==> config.mk <==
export PLATFORM = sky130hd
export DESIGN_NAME = hp_burst_gen
export DESIGN_NICKNAME = d
export VERILOG_FILES = /design/src/rtl/hp_pkg.sv /design/src/rtl/hp_fifo.sv /design/src/rtl/hp_rd_sizer.sv /design/src/rtl/hp_burst_gen.sv
export SDC_FILE = /design/constraint.sdc
export NUM_CORES = 1
export LEC_CHECK = 0
export BUFFER_PORTS_ARGS = -buffer_cell sky130_fd_sc_hd__buf_4
export CORE_MARGIN = 4
export CORE_UTILIZATION = 23
export CTS_BUF_LIST = sky130_fd_sc_hd__clkbuf_8
export DETAILED_ROUTE_END_ITERATION = 7
export GPL_TIMING_DRIVEN = 0
export PLACE_DENSITY = 0.47
export SLEW_MARGIN = 15
export SYNTH_ARGS = -nofsm -noshare
export SYNTH_HDL_FRONTEND = slang
export SYNTH_SLANG_ARGS = --single-unit
==> constraint.sdc <==
create_clock -name clk -period 4.3 [get_ports clk]
set_input_delay 0.215 -clock clk [delete_from_list [all_inputs] [get_ports clk]]
set_output_delay 0.215 -clock clk [all_outputs]
set_load 0.01 [all_outputs]
==> src/rtl/hp_pkg.sv <==
package hp_pkg;

    typedef enum logic [1:0] {
        RSZ_NONE = 2'd0,
        RSZ_ONE  = 2'd1,
        RSZ_QUAD = 2'd2,
        RSZ_OCT  = 2'd3
    } rsz_e;

    // words covered by a read request of the given kind for a FIFO of depth d
    function automatic int unsigned rsz_words(rsz_e s, int unsigned d);
        case (s)
            RSZ_ONE:  return 1;
            RSZ_QUAD: return d / 2;
            RSZ_OCT:  return d;
            default:  return 0;
        endcase
    endfunction

endpackage

==> src/rtl/hp_fifo.sv <==
module hp_fifo #(
    parameter int DW    = 32,
    parameter int DEPTH = 8
) (
    input  logic                         clk,
    input  logic                         rst_n,
    input  logic                         flush,
    input  logic                         push,
    input  logic [DW-1:0]                din,
    input  logic                         pop,
    output logic [DW-1:0]                dout,
    output logic [$clog2(DEPTH+1)-1:0]   count
);
    localparam int PW = (DEPTH > 1) ? $clog2(DEPTH) : 1;
    localparam int CW = $clog2(DEPTH+1);
    localparam logic [PW-1:0] LAST_C  = PW'(DEPTH - 1);
    localparam logic [CW-1:0] DEPTH_C = CW'(DEPTH);

    typedef struct packed {
        logic [DEPTH-1:0][DW-1:0] mem;
        logic [PW-1:0]            wp;
        logic [PW-1:0]            rp;
        logic [CW-1:0]            cnt;
    } fifo_st_t;

    fifo_st_t st_q, st_d;

    always_comb begin
        st_d = st_q;
        if (flush) begin
            st_d.wp  = '0;
            st_d.rp  = '0;
            st_d.cnt = '0;
        end else begin
            if (push) begin
                st_d.mem[st_q.wp] = din;
                st_d.wp = (st_q.wp == LAST_C) ? '0 : st_q.wp + 1'b1;
            end
            if (pop) begin
                st_d.rp = (st_q.rp == LAST_C) ? '0 : st_q.rp + 1'b1;
            end
            st_d.cnt = st_q.cnt + CW'(push) - CW'(pop);
        end
    end

    always_ff @(posedge clk or negedge rst_n) begin
        if (!rst_n) st_q <= '0;
        else        st_q <= st_d;
    end

    assign dout  = st_q.mem[st_q.rp];
    assign count = st_q.cnt;

    AST_NO_OVERFLOW: assert property (@(posedge clk) disable iff (!rst_n)
        (push && !pop && !flush) |-> (st_q.cnt != DEPTH_C));
    AST_NO_UNDERFLOW: assert property (@(posedge clk) disable iff (!rst_n)
        (pop && !flush) |-> (st_q.cnt != '0));

endmodule

==> src/rtl/hp_rd_sizer.sv <==
module hp_rd_sizer #(
    parameter int DEPTH = 8
) (
    input  logic                        rd,
    input  logic                        autoinc,
    input  logic [$clog2(DEPTH+1)-1:0]  rcount,
    input  logic                        idle,
    input  logic                        slot_free,
    input  logic                        hold,
    output hp_pkg::rsz_e                size
);
    localparam int CW = $clog2(DEPTH+1);
    localparam logic [CW-1:0] HALF_C = CW'(DEPTH / 2);

    always_comb begin
        size = hp_pkg::RSZ_NONE;
        if (rd && idle && slot_free && !hold) begin
            if (rcount == '0)
                size = autoinc ? hp_pkg::RSZ_OCT : hp_pkg::RSZ_ONE;
            else if (autoinc && rcount <= HALF_C)
                size = hp_pkg::RSZ_QUAD;
        end
    end

endmodule

==> src/rtl/hp_burst_gen.sv <==
module hp_burst_gen #(
    parameter int DW    = 32,
    parameter int AW    = 16,
    parameter int DEPTH = 8
) (
    input  logic                         clk,
    input  logic                         rst_n,
    input  logic                         host_autoinc,
    input  logic                         haddr_ld,
    input  logic [AW-1:0]                haddr_in,
    input  logic                         host_rd,
    input  logic                         host_wr,
    input  logic [DW-1:0]                host_wdata,
    output logic [DW-1:0]                host_rdata,
    output logic                         host_ready,
    output logic                         mreq_valid,
    input  logic                         mreq_ready,
    output logic                         mreq_write,
    output logic [AW-1:0]                mreq_addr,
    output logic [$clog2(DEPTH+1)-1:0]   mreq_len,
    output logic                         mwd_valid,
    output logic [DW-1:0]                mwd_data,
    input  logic                         mrd_valid,
    input  logic [DW-1:0]                mrd_data
);
    import hp_pkg::*;

    localparam int CW = $clog2(DEPTH+1);
    localparam logic [CW-1:0] DEPTH_C = CW'(DEPTH);
    localparam logic [CW-1:0] HALF_C  = CW'(DEPTH / 2);

    typedef struct packed {
        logic          auto_m;
        logic [AW-1:0] haddr;
        logic [AW-1:0] faddr;
        logic [AW-1:0] waddr;
        logic [CW-1:0] uncov;
        logic [CW-1:0] rout;
        logic [CW-1:0] rdrop;
        logic [CW-1:0] wstr;
        logic          mv;
        logic          mw;
        logic [AW-1:0] ma;
        logic [CW-1:0] ml;
    } gen_st_t;

    gen_st_t st_q, st_d;

    logic [CW-1:0] rf_count, wf_count;
    logic [DW-1:0] rf_dout, wf_dout;
    logic          flush, fire, slot_free, wgen, rd_ok, wr_ok, rf_push, wpop;
    logic [CW-1:0] wlen, rlen, uncov_rem;
    rsz_e          rsz;

    assign flush     = (st_q.auto_m && !host_autoinc) || haddr_ld;
    assign fire      = st_q.mv && mreq_ready;
    assign slot_free = !st_q.mv;
    assign wgen      = slot_free && (host_autoinc ? (st_q.uncov >= HALF_C)
                                                  : (st_q.uncov != '0));
    assign wlen      = host_autoinc ? HALF_C : st_q.uncov;
    assign rd_ok     = host_rd && (rf_count != '0) && !flush;
    assign wr_ok     = host_wr && (wf_count != DEPTH_C)
                       && (host_autoinc || (st_q.uncov == '0));
    assign rf_push   = mrd_valid && (st_q.rdrop == '0) && !flush;
    assign wpop      = (st_q.wstr != '0);
    assign rlen      = CW'(rsz_words(rsz, DEPTH));

    hp_rd_sizer #(.DEPTH(DEPTH)) u_sizer (
        .rd        (host_rd),
        .autoinc   (host_autoinc),
        .rcount    (rf_count),
        .idle      (st_q.rout == '0),
        .slot_free (slot_free && !wgen),
        .hold      (flush),
        .size      (rsz)
    );

    always_comb begin
        st_d        = st_q;
        st_d.auto_m = host_autoinc;
        if (fire) st_d.mv = 1'b0;

        // write data streaming after accepted write requests
        if (wpop) st_d.wstr = st_q.wstr - 1'b1;
        if (fire && st_q.mw) st_d.wstr = st_d.wstr + st_q.ml;

        // returned read words: discarded ones first
        if (mrd_valid) begin
            if (st_q.rdrop != '0) st_d.rdrop = st_q.rdrop - 1'b1;
            else                  st_d.rout  = st_q.rout - 1'b1;
        end

        // write request generation
        uncov_rem = st_q.uncov - (wgen ? wlen : '0);
        if (wgen) begin
            st_d.mv    = 1'b1;
            st_d.mw    = 1'b1;
            st_d.ma    = st_q.waddr;
            st_d.ml    = wlen;
            st_d.waddr = st_q.waddr + (AW'(wlen) << 2);
        end
        st_d.uncov = uncov_rem + CW'(wr_ok);
        if (wr_ok && uncov_rem == '0) st_d.waddr = st_q.haddr;

        // read request generation
        if (rsz != RSZ_NONE) begin
            st_d.mv   = 1'b1;
            st_d.mw   = 1'b0;
            st_d.ml   = rlen;
            st_d.rout = st_d.rout + rlen;
            if (rsz == RSZ_QUAD) begin
                st_d.ma    = st_q.faddr;
                st_d.faddr = st_q.faddr + (AW'(rlen) << 2);
            end else begin
                st_d.ma    = st_q.haddr;
                st_d.faddr = st_q.haddr + (AW'(rlen) << 2);
            end
        end

        // anything still in flight for the read FIFO becomes stale
        if (flush) begin
            st_d.rdrop = st_d.rdrop + st_d.rout;
            st_d.rout  = '0;
        end

        if (host_autoinc && (rd_ok || wr_ok)) st_d.haddr = st_q.haddr + AW'(4);
        if (haddr_ld) st_d.haddr = haddr_in;
    end

    always_ff @(posedge clk or negedge rst_n) begin
        if (!rst_n) st_q <= '0;
        else        st_q <= st_d;
    end

    hp_fifo #(.DW(DW), .DEPTH(DEPTH)) u_rd_fifo (
        .clk   (clk),
        .rst_n (rst_n),
        .flush (flush),
        .push  (rf_push),
        .din   (mrd_data),
        .pop   (rd_ok),
        .dout  (rf_dout),
        .count (rf_count)
    );

    hp_fifo #(.DW(DW), .DEPTH(DEPTH)) u_wr_fifo (
        .clk   (clk),
        .rst_n (rst_n),
        .flush (1'b0),
        .push  (wr_ok),
        .din   (host_wdata),
        .pop   (wpop),
        .dout  (wf_dout),
        .count (wf_count)
    );

    assign host_rdata = rf_dout;
    assign host_ready = rd_ok || wr_ok;
    assign mreq_valid = st_q.mv;
    assign mreq_write = st_q.mw;
    assign mreq_addr  = st_q.ma;
    assign mreq_len   = st_q.ml;
    assign mwd_valid  = wpop;
    assign mwd_data   = wf_dout;

    AST_REQ_STABLE: assert property (@(posedge clk) disable iff (!rst_n)
        (mreq_valid && !mreq_ready) |=> (mreq_valid && $stable(mreq_addr)
            && $stable(mreq_len) && $stable(mreq_write)));
    AST_LEN_RANGE: assert property (@(posedge clk) disable iff (!rst_n)
        mreq_valid |-> ((mreq_len != '0) && (mreq_len <= DEPTH_C)));
    AST_RD_CAPACITY: assert property (@(posedge clk) disable iff (!rst_n)
        ({1'b0, st_q.rout} + {1'b0, rf_count}) <= {1'b0, DEPTH_C});
    AST_WR_COVERAGE: assert property (@(posedge clk) disable iff (!rst_n)
        ({1'b0, st_q.uncov} + {1'b0, st_q.wstr}) <= {1'b0, wf_count});

endmodule

==> results of run 1 <==
## critical path: cells and delay by family (launching register included)
| family | cells | cell delay [ns] |
|---|---|---|
| simple gates | 2 | 0.80 |
| compound gates | 2 | 0.45 |
| mux | 1 | 0.36 |
| buf+inv | 4 | 1.36 |
| fa+ha+maj | 1 | 0.31 |
| xor+xnor | 1 | 0.16 |
| flops | 1 | 0.38 |
## what timing repair did
action,in CTS,in global routing
hold buffers,120,0
setup buffers,0,0
endpoints found under the setup margin,0,8
gates resized for setup,0,2
hold endpoints to repair,703,0
## path summary, 6_finish.rpt
check,slack [ns],endpoint,startpoint,depth (start not counted)
max in group asynchronous,1.95,u_rd_fifo.st_q[63],rst_n,7
hold reg to reg,0.48,st_q[56],st_q[56],2
setup reg to reg,0.33,st_q[38],mreq_valid,11
hold / removal,0.19,u_wr_fifo.st_q[9],host_wr,5
min in group asynchronous,0.53,u_wr_fifo.st_q[217],rst_n,4
setup / recovery,0.33,st_q[38],mreq_valid,11
## kinds of logic (layout without fill, tap and decap cells)
| family | Yosys count | after routing |
|---|---|---|
| buf+inv | 173 | 673 |
| simple gates | 249 | 249 |
| fa+ha+maj | 52 | 52 |
| flops | 619 | 619 |
| compound gates | 149 | 149 |
| mux | 743 | 743 |
| xor+xnor | 55 | 55 |
| other cells | 0 | 9 |
## state kept, by name, indices dropped and copies added (netlist names)
| name | count |
|---|---|
| u_rd_fifo.st_q | 262 |
| u_wr_fifo.st_q | 262 |
| st_q | 65 |
| mreq_addr | 16 |
| mreq_len | 4 |
| u_rd_fifo.count | 4 |
| u_wr_fifo.count | 4 |
| mreq_valid | 1 |
| mreq_write | 1 |
## final cells by class
cell class | count | area [um2] | area share
repair buffers | 301 | 2710 | 0.0736
flip-flops and latches | 619 | 15500 | 0.421
inverters | 34 | 128 | 0.00347
well taps | 1662 | 2080 | 0.0566
multi-input cells | 1248 | 13200 | 0.360
clock buffers | 138 | 1900 | 0.0517
clock inverters | 61 | 459 | 0.0125
diodes | 9 | 22.5 | 0.000613
plain buffers | 139 | 743 | 0.0202
## layer usage
metal,track usage,wire length (um),vias up
met3,0.0334,4310,150
li1,-,-,8338
met5,0,41,-
met4,0.0402,2080,6
met1,0.155,35700,9869
met2,0.212,41400,358
## cell usage after synthesis (all sizes together), types with 4 or more instances
master    n
clkbuf   50
nand3b    4
and2      4
mux2i    12
buf      89
nor4      7
a211oi    5
nor3b     9
or2       4
mux2    603
dfrtp   619
nor2b     5
a21o     11
nor3     17
xnor2    37
xor2     17
o21a      5
and4      5
mux4    128
a22oi    15
nand2b    5
and3      4
nand2    92
nor2     55
fa        6
a21oi    45
ha       46
nand3    19
inv      34
o21ai    48
nand4     6
## cell usage in the layout, fill, tap and decap left out, types with 46 or more instances in the layout
cell,Yosys,routed
dfrtp_1,619,619
mux2_2,595,595
buf_4,37,211
clkbuf_8,0,138
mux4_2,128,128
dlygate4sd3_1,0,119
nand2_1,91,91
inv_1,32,62
nor2_1,54,54
clkbuf_1,50,49
o21ai_0,48,48
ha_1,46,46
## power by group through the flow
stage               combinational [mW]  sequential, mW  clock, mW
global route                      8.99            8.72       6.40
CTS                               8.41            8.53       6.15
finish                            8.20            8.53       5.86
detailed placement                8.25            8.62          0
floorplan                         5.46            8.25          0
global placement                  8.02            8.46          0
## through the flow
step	instance area, um2	power, mW	std cells	setup TNS [ns]
floorplan	29600	13.7	2040	0
global placement	33000	16.5	3877	-2178.68
detailed placement	33200	16.9	3883	0
CTS	36700	23.1	4202	0
global route	36800	24.1	4208	0
finish	36800	22.6	4211	0
==> results list, run 1 <==
- Timing analysis after detailed placement gives a worst setup slack of 0.0927 ns.
* Cell row count: 131
* CP max stage delay: 0.70 ns
- Max-cap violations: 0
- For this configuration, the core starts out at a cell density of 0.232.
* Clock period minus worst slack: 3.97 ns
* Fraction of power spent switching nets: 0.323
* Peak fanout along the critical path: 10
- The critical path goes through buf_2 -> a21oi_1 -> clkbuf_1 -> clkbuf_2 -> nand2_1 -> ha_1 -> a21oi_1 -> xnor2_1 -> nor4_4 -> buf_4 -> mux2_2.
* First-pass GRT wire length: 130000 um
* Average cell area after synthesis: around 15 um2
* Most numerous cell on the critical path: a21oi_1
* Critical path data required time: 4.98 ns
- Final count of negative-setup-slack endpoints: 0
* Filler Cell Count: 12800
* Leakage power: 16.5 nW
- Of the cells placed in the final design, the portion with a size suffix greater than 1 is 0.462.
- Clock-pin slew was measured on the worst setup and hold paths at 0.06 ns.
* Detailed-route wire length per cell: between 15 and 20 um
- The number of failing hold endpoints at the final stage is 0.
- Pin count of the biggest net entering global routing: just over 100
* Warnings from Yosys: 0
* Later-pin clock latency in the skew report: 0.82 ns
- Core utilization of the finished layout: 0.288
- The final number of max-transition violations came to 0.
- Core Footprint: approximately 130000 um2
* Dominant synthesized flop cell: dfrtp_1
- Dominant combinational cell family by area after synthesis: multiplexers
- Counting the buffers created by CTS gives roughly 110.
- Area fraction in compound gates after synthesis: 0.0305
* Final setup skew: 0.0452 ns
- The path class of the tightest hold or removal check is input pin to flip-flop.
- DIE WIDTH: 367 um
- On the final layout, the worst hold slack is 0.189 ns.
- After synthesis, the share of cell area in mux cells is 0.331.
- 1st-pass router iterations: 5
- Sequential area share after synthesis: 0.523
- Yosys cell types: 69
- Number of flops mapped to enable cells by yosys: 0
* Number of global-route vias before repair: 21200
- The share of synthesized area in the top cell type comes to 0.523.
- Net count after synthesis: 2180
- Synth area leader: dfrtp_1
- Counting along the longest clock path gives a buffer depth of 3.
- Root buffer selected by CTS: clkbuf_8
- VDD IR-drop max: 0.000249 V
* Net switching power: 7.30 mW
- Remaining global-route overflow: 0
- In this run the vertical extent of the chip is about 370 um.
* CTS tree: built
* Fin worst setup slack: 0.326 ns
* Final weighted congestion of routability-driven global placement: 0.792
- Relative to the synthesized area, the layout overhead comes to 24.2%.
* Post-route fraction of the period consumed by the critical path: 0.924
- Startpoint type of the worst setup path: flip-flop
* Number of vias in the routed layout: around 19000
- I/O Buffers: 175
* Die area: 134000 um2
* Sequential group share of total power: 0.378
* H-tree lvl count: 3
- During I/O placement, the number of pins put on the boundary was 176.
- The slowest stage of the critical path is the nor4_4 cell.
- The share of total power dissipated in combinational logic is 0.363.
- Worst slew slack as a fraction of its limit: 0.287
- Post-DR vias/cell: 4.45
* XOR/XNOR Fraction of Synth Area: 0.0167
* Share of synthesized cell area in and, or, nand and nor gates: 0.0457
- After synthesis the netlist holds a flip-flop and latch count of 619.
- Kind of critical path: flip-flop to flip-flop
* Setup repair after global routing missed its margin: false
- By area the synthesized netlist is led by dfrtp_1, mux2_2, mux4_2.
- Of the total synthesized cell area, the portion taken by full adders, half adders and majority gates is 0.0235.
- Number of antenna violations at the first check in global routing: 9
- The worst setup path is captured at a flip-flop.
- For this run, the top clock speed supported by timing is around 250 MHz.
- Post-DP HPWL: 57200 um
- Across every metal layer, demand over resource in global routing totals 0.125.
- Final routed wirelength across all metal layers: 83500 um
- Number of design rule violations left after detail routing: 0
- Antenna Nets Post-Route: 0
- Clk sink count: 619
- Fraction of power consumed by the clock network: 0.260
- In this run the power density over the cells is between 600 and 700 nW/um2.
* # nets final: 2596
- Internal power comes to between 15 and 20 mW.
- Async set or reset register ratio after synthesis: 1.00
- The run finished with clean final reports.
* Data arrival time of the worst path: 4.66 ns
* Synthesized area: 29600 um2
- Detailed Route Iter0 Violations: around 750
* Tightest Pin Transition: 1.07 ns
- Counting every instance in the synthesized netlist gives 2040.
Power figures use the tool's default switching activity.
==> inputs of run 2 (changes only) <==
Clock period 4.3 ns to 3.9 ns, I/O delays scaled along.
==> run 2 against run 1 <==
Clock-buffer cell count did not move. Global-route usage is essentially flat. Utilization grew 0.055 points. Power rose by 10%. Largest cell class unchanged. Highest routed layer unchanged.
==> results list, run 2 (synthesis gave the netlist of run 1 again) <==
- Filler Cell Count: 12800 (-0.047%)
* Max-cap violations: 0 (unchanged)
- Startpoint type of the worst setup path: flip-flop
- The CTS H-tree depth is 3 (unchanged).
* Final setup skew: 0.0430 ns (-0.00221 ns)
* Worst Reg-to-Reg Cells: 14 (+3)
* DIE HEIGHT: 367 um (unchanged)
* Starting Density: 0.232 (unchanged)
* Number of global-route vias before repair: 21200 (+0.047%)
- Setup repair after global routing left no endpoint under its margin.
- Core Footprint: 128000 um2 (unchanged)
- Post-place setup slack: -0.287 ns (-0.380 ns)
- Cts bufs inserted: 113 (unchanged)
- The leftover overflow at the end of global routing came to 0 (unchanged).
- Crit-path slowest cell: or4b_4
- The power density over cell area was 677 nW/um2 (+10%).
* Tightest Pin Transition: 1.07 ns (-0.000217 ns)
- The routed wire length came to 83600 um (+0.17%).
* VDD IR-drop max: 0.000273 V (+9.9%)
- Hold Path Stages: 5 (unchanged)
* Detailed Route Iter0 Violations: 723 (-3.7%)
- The aggregate global-route resource usage came to 0.125 (about the same).
- Fin worst setup slack: 0.242 ns (-0.0833 ns)
- Antenna Nets Post-Route: 0 (unchanged)
- Clk pin slew, worst setup/hold paths: 0.06 ns (about the same)
* Final weighted congestion of routability-driven global placement: 0.792 (unchanged)
- Final Hold Violating Endpoints: 0 (unchanged)
- The final instance area is 36800 um2 (+0.19%).
* Clk sink count: 619 (unchanged)
- STA classifies the critical path endpoint as a flip-flop.
- The number of setup violations in the final report is 0 (unchanged).
- Highest Signal Layer: met5
- The placed standard-cell area is 33200 um2 (unchanged).
- Post-route fraction of the period consumed by the critical path: 0.938 (+0.0136)
- The static leakage is 16.5 nW (+0.14%).
- Total power: 24.9 mW (+10%)
* Filler-free cell count of the finished design: 4213 (+0.047%)
- The final number of max-transition violations came to 0 (unchanged).
- Amount of wire on met3 after detailed routing: 4580 um (+6.2%)
* CTS tree: built
- Fraction of final layout cells with drive strength greater than 1: 0.467 (+0.00436)
- The cell family contributing the most delay on the critical path is simple AND/OR/NAND/NOR gates.
- Number of design rule violations left after detail routing: 0 (unchanged)
- Synth-to-Final Area Change: 24.5%
- The met2 layer wire length in the routed design is 41500 um (+0.24%).
- The maximum net fanout on the critical path came to 10 (unchanged).
- # nets final: 2598 (+0.077%)
- The maximum number of pins on one net before global-route repair came to 102 (unchanged).
- The flow ran to the end, and the final reports show no timing, DRC or antenna violations.
- The endpoint required time on the critical path was 4.56 ns (-0.42 ns).
* Leading cell types in the layout, fill and taps excluded: dfrtp_1, mux2_2, buf_4, clkbuf_8, mux4_2
- By startpoint and endpoint, the worst setup path is classified as flip-flop to flip-flop.
- The largest registers in the layout are u_rd_fifo.st_q x262, u_wr_fifo.st_q x262, st_q x65.
* Number of vias in the routed layout: 18700 (+0.091%)
- CP max stage delay: 0.58 ns (-0.12 ns)
- The root buffer cell chosen for the clock tree is clkbuf_8.
* Cell count along the critical path: 14 (+3)
- The number of iterations in the first detailed-routing pass came to 5 (unchanged).
- Die area: 134000 um2 (unchanged)
* Post-DR vias/cell: 4.45 (about the same)
* Detailed-route wire length per cell: 19.9 um (+0.12%)
* Data arrival time of the worst path: 4.32 ns (-0.34 ns)
- The first-pass GRT wire length was 130000 um (about the same).
- Met1 routed wirelength after detailed routing: 35500 um (-0.50%)
* Leading cell type in the layout, fill and taps excluded: dfrtp_1
- Walking the worst path, the cells encountered are or4b_4 -> nor3_1 -> nand2_2 -> inv_2 -> buf_6 -> mux2_2 -> ha_1 -> ha_1 -> nand3_1 -> and2_2 -> nor2_1 -> xor2_1 -> o22ai_1 -> a21oi_1.
- The tightest slew margin relative to the limit is 0.287 (about the same).
- I/O Buffers: 175 (unchanged)
- CP Buf/Inv Count: 2 (-2)
- The most numerous cell type found on the critical path is ha_1.
- The number of placed cells counting well taps was 3883 (unchanged).
- The achievable frequency is 273 MHz (+8.7%).
* Number of top-level pins: 176 (unchanged)
- The deepest clock path buffer count came to 3 (unchanged).
- The number of placement rows came to 131 (unchanged).
- Min-delay worst type: input pin to flip-flop
* Number of antenna violations at the first check in global routing: 9 (unchanged)
* Clock period minus worst slack: 3.66 ns (-0.317 ns)
- Post-DP HPWL: 57200 um (unchanged)
* Later-pin clock latency in the skew report: 0.82 ns (about the same)
- DIE WIDTH: 367 um (unchanged)
## run 2: cell count changes in the layout (fill, tap and decap cells not counted), sizes merged
cell,change
clkdlybuf4s15,+2
## run 2: worst register-to-register path: cells and delay by family (launching register included)
family                   cells  cell delay [ns]
buffers and inverters        2             0.32
AND/OR/NAND/NOR              6             1.49
multiplexers                 1             0.37
AO/OA/AOI/OAI                2             0.28
flip-flops                   1             0.44
XOR/XNOR                     1             0.15
adder cells (fa/ha/maj)      2             0.48
## run 2: power breakdown
part | internal (mW) | switching [mW] | total [mW]
sequential | 8.31 | 1.09 | 9.40
clock | 3.59 | 2.87 | 6.46
combinational | 4.96 | 4.09 | 9.05
## run 2: layout make-up
class	instances	area (um2)	area share
Timing Repair Buffer	303	2720	0.0738
Clock inverter	61	459	0.0125
Antenna cell	9	22.5	0.000611
Multi-Input combinational cell	1248	13300	0.360
Buffer	139	758	0.0206
Sequential cell	619	15500	0.421
Inverter	34	128	0.00346
Clock buffer	138	1900	0.0516
Tap cell	1662	2080	0.0565
## run 2: worst paths after layout
| path | start | end | slack (ns) |
|---|---|---|---|
| hold reg to reg | st_q[56] | st_q[56] | 0.47 |
| min in group asynchronous | rst_n | u_wr_fifo.st_q[217] | 0.50 |
| setup reg to reg | st_q[36] | st_q[66] | 0.24 |
| hold / removal | host_wr | u_wr_fifo.st_q[9] | 0.17 |
| setup / recovery | st_q[36] | st_q[66] | 0.24 |
| max in group asynchronous | rst_n | u_rd_fifo.st_q[63] | 1.56 |
## run 2: metal layers
layer / vias to the layer above / GRT usage
met4: 6 / 0.0402
met5: - / 0
met3: 147 / 0.0334
met1: 9855 / 0.155
li1: 8339 / -
met2: 391 / 0.212
## run 2: through the flow
step                      utilization  hold WS (ns)   TNS, ns
final                           0.288         0.171         0
after global routing            0.288         0.123         0
after CTS                       0.288        0.0745         0
after detailed placement        0.260         0.197     -2.37
after global placement          0.258         0.419  -2416.41
after floorplan                     -        -0.101         0
## run 2: repair_timing
| item | 4_1_cts | 5_1_grt |
|---|---|---|
| hold buffers | 120 | 0 |
| endpoints found under the setup margin | 51 | 8 |
| endpoints found under the hold margin | 703 | 0 |
| gates resized for setup | 5 | 9 |
| pin swaps | 1 | 1 |
| setup buffers | 2 | 0 |
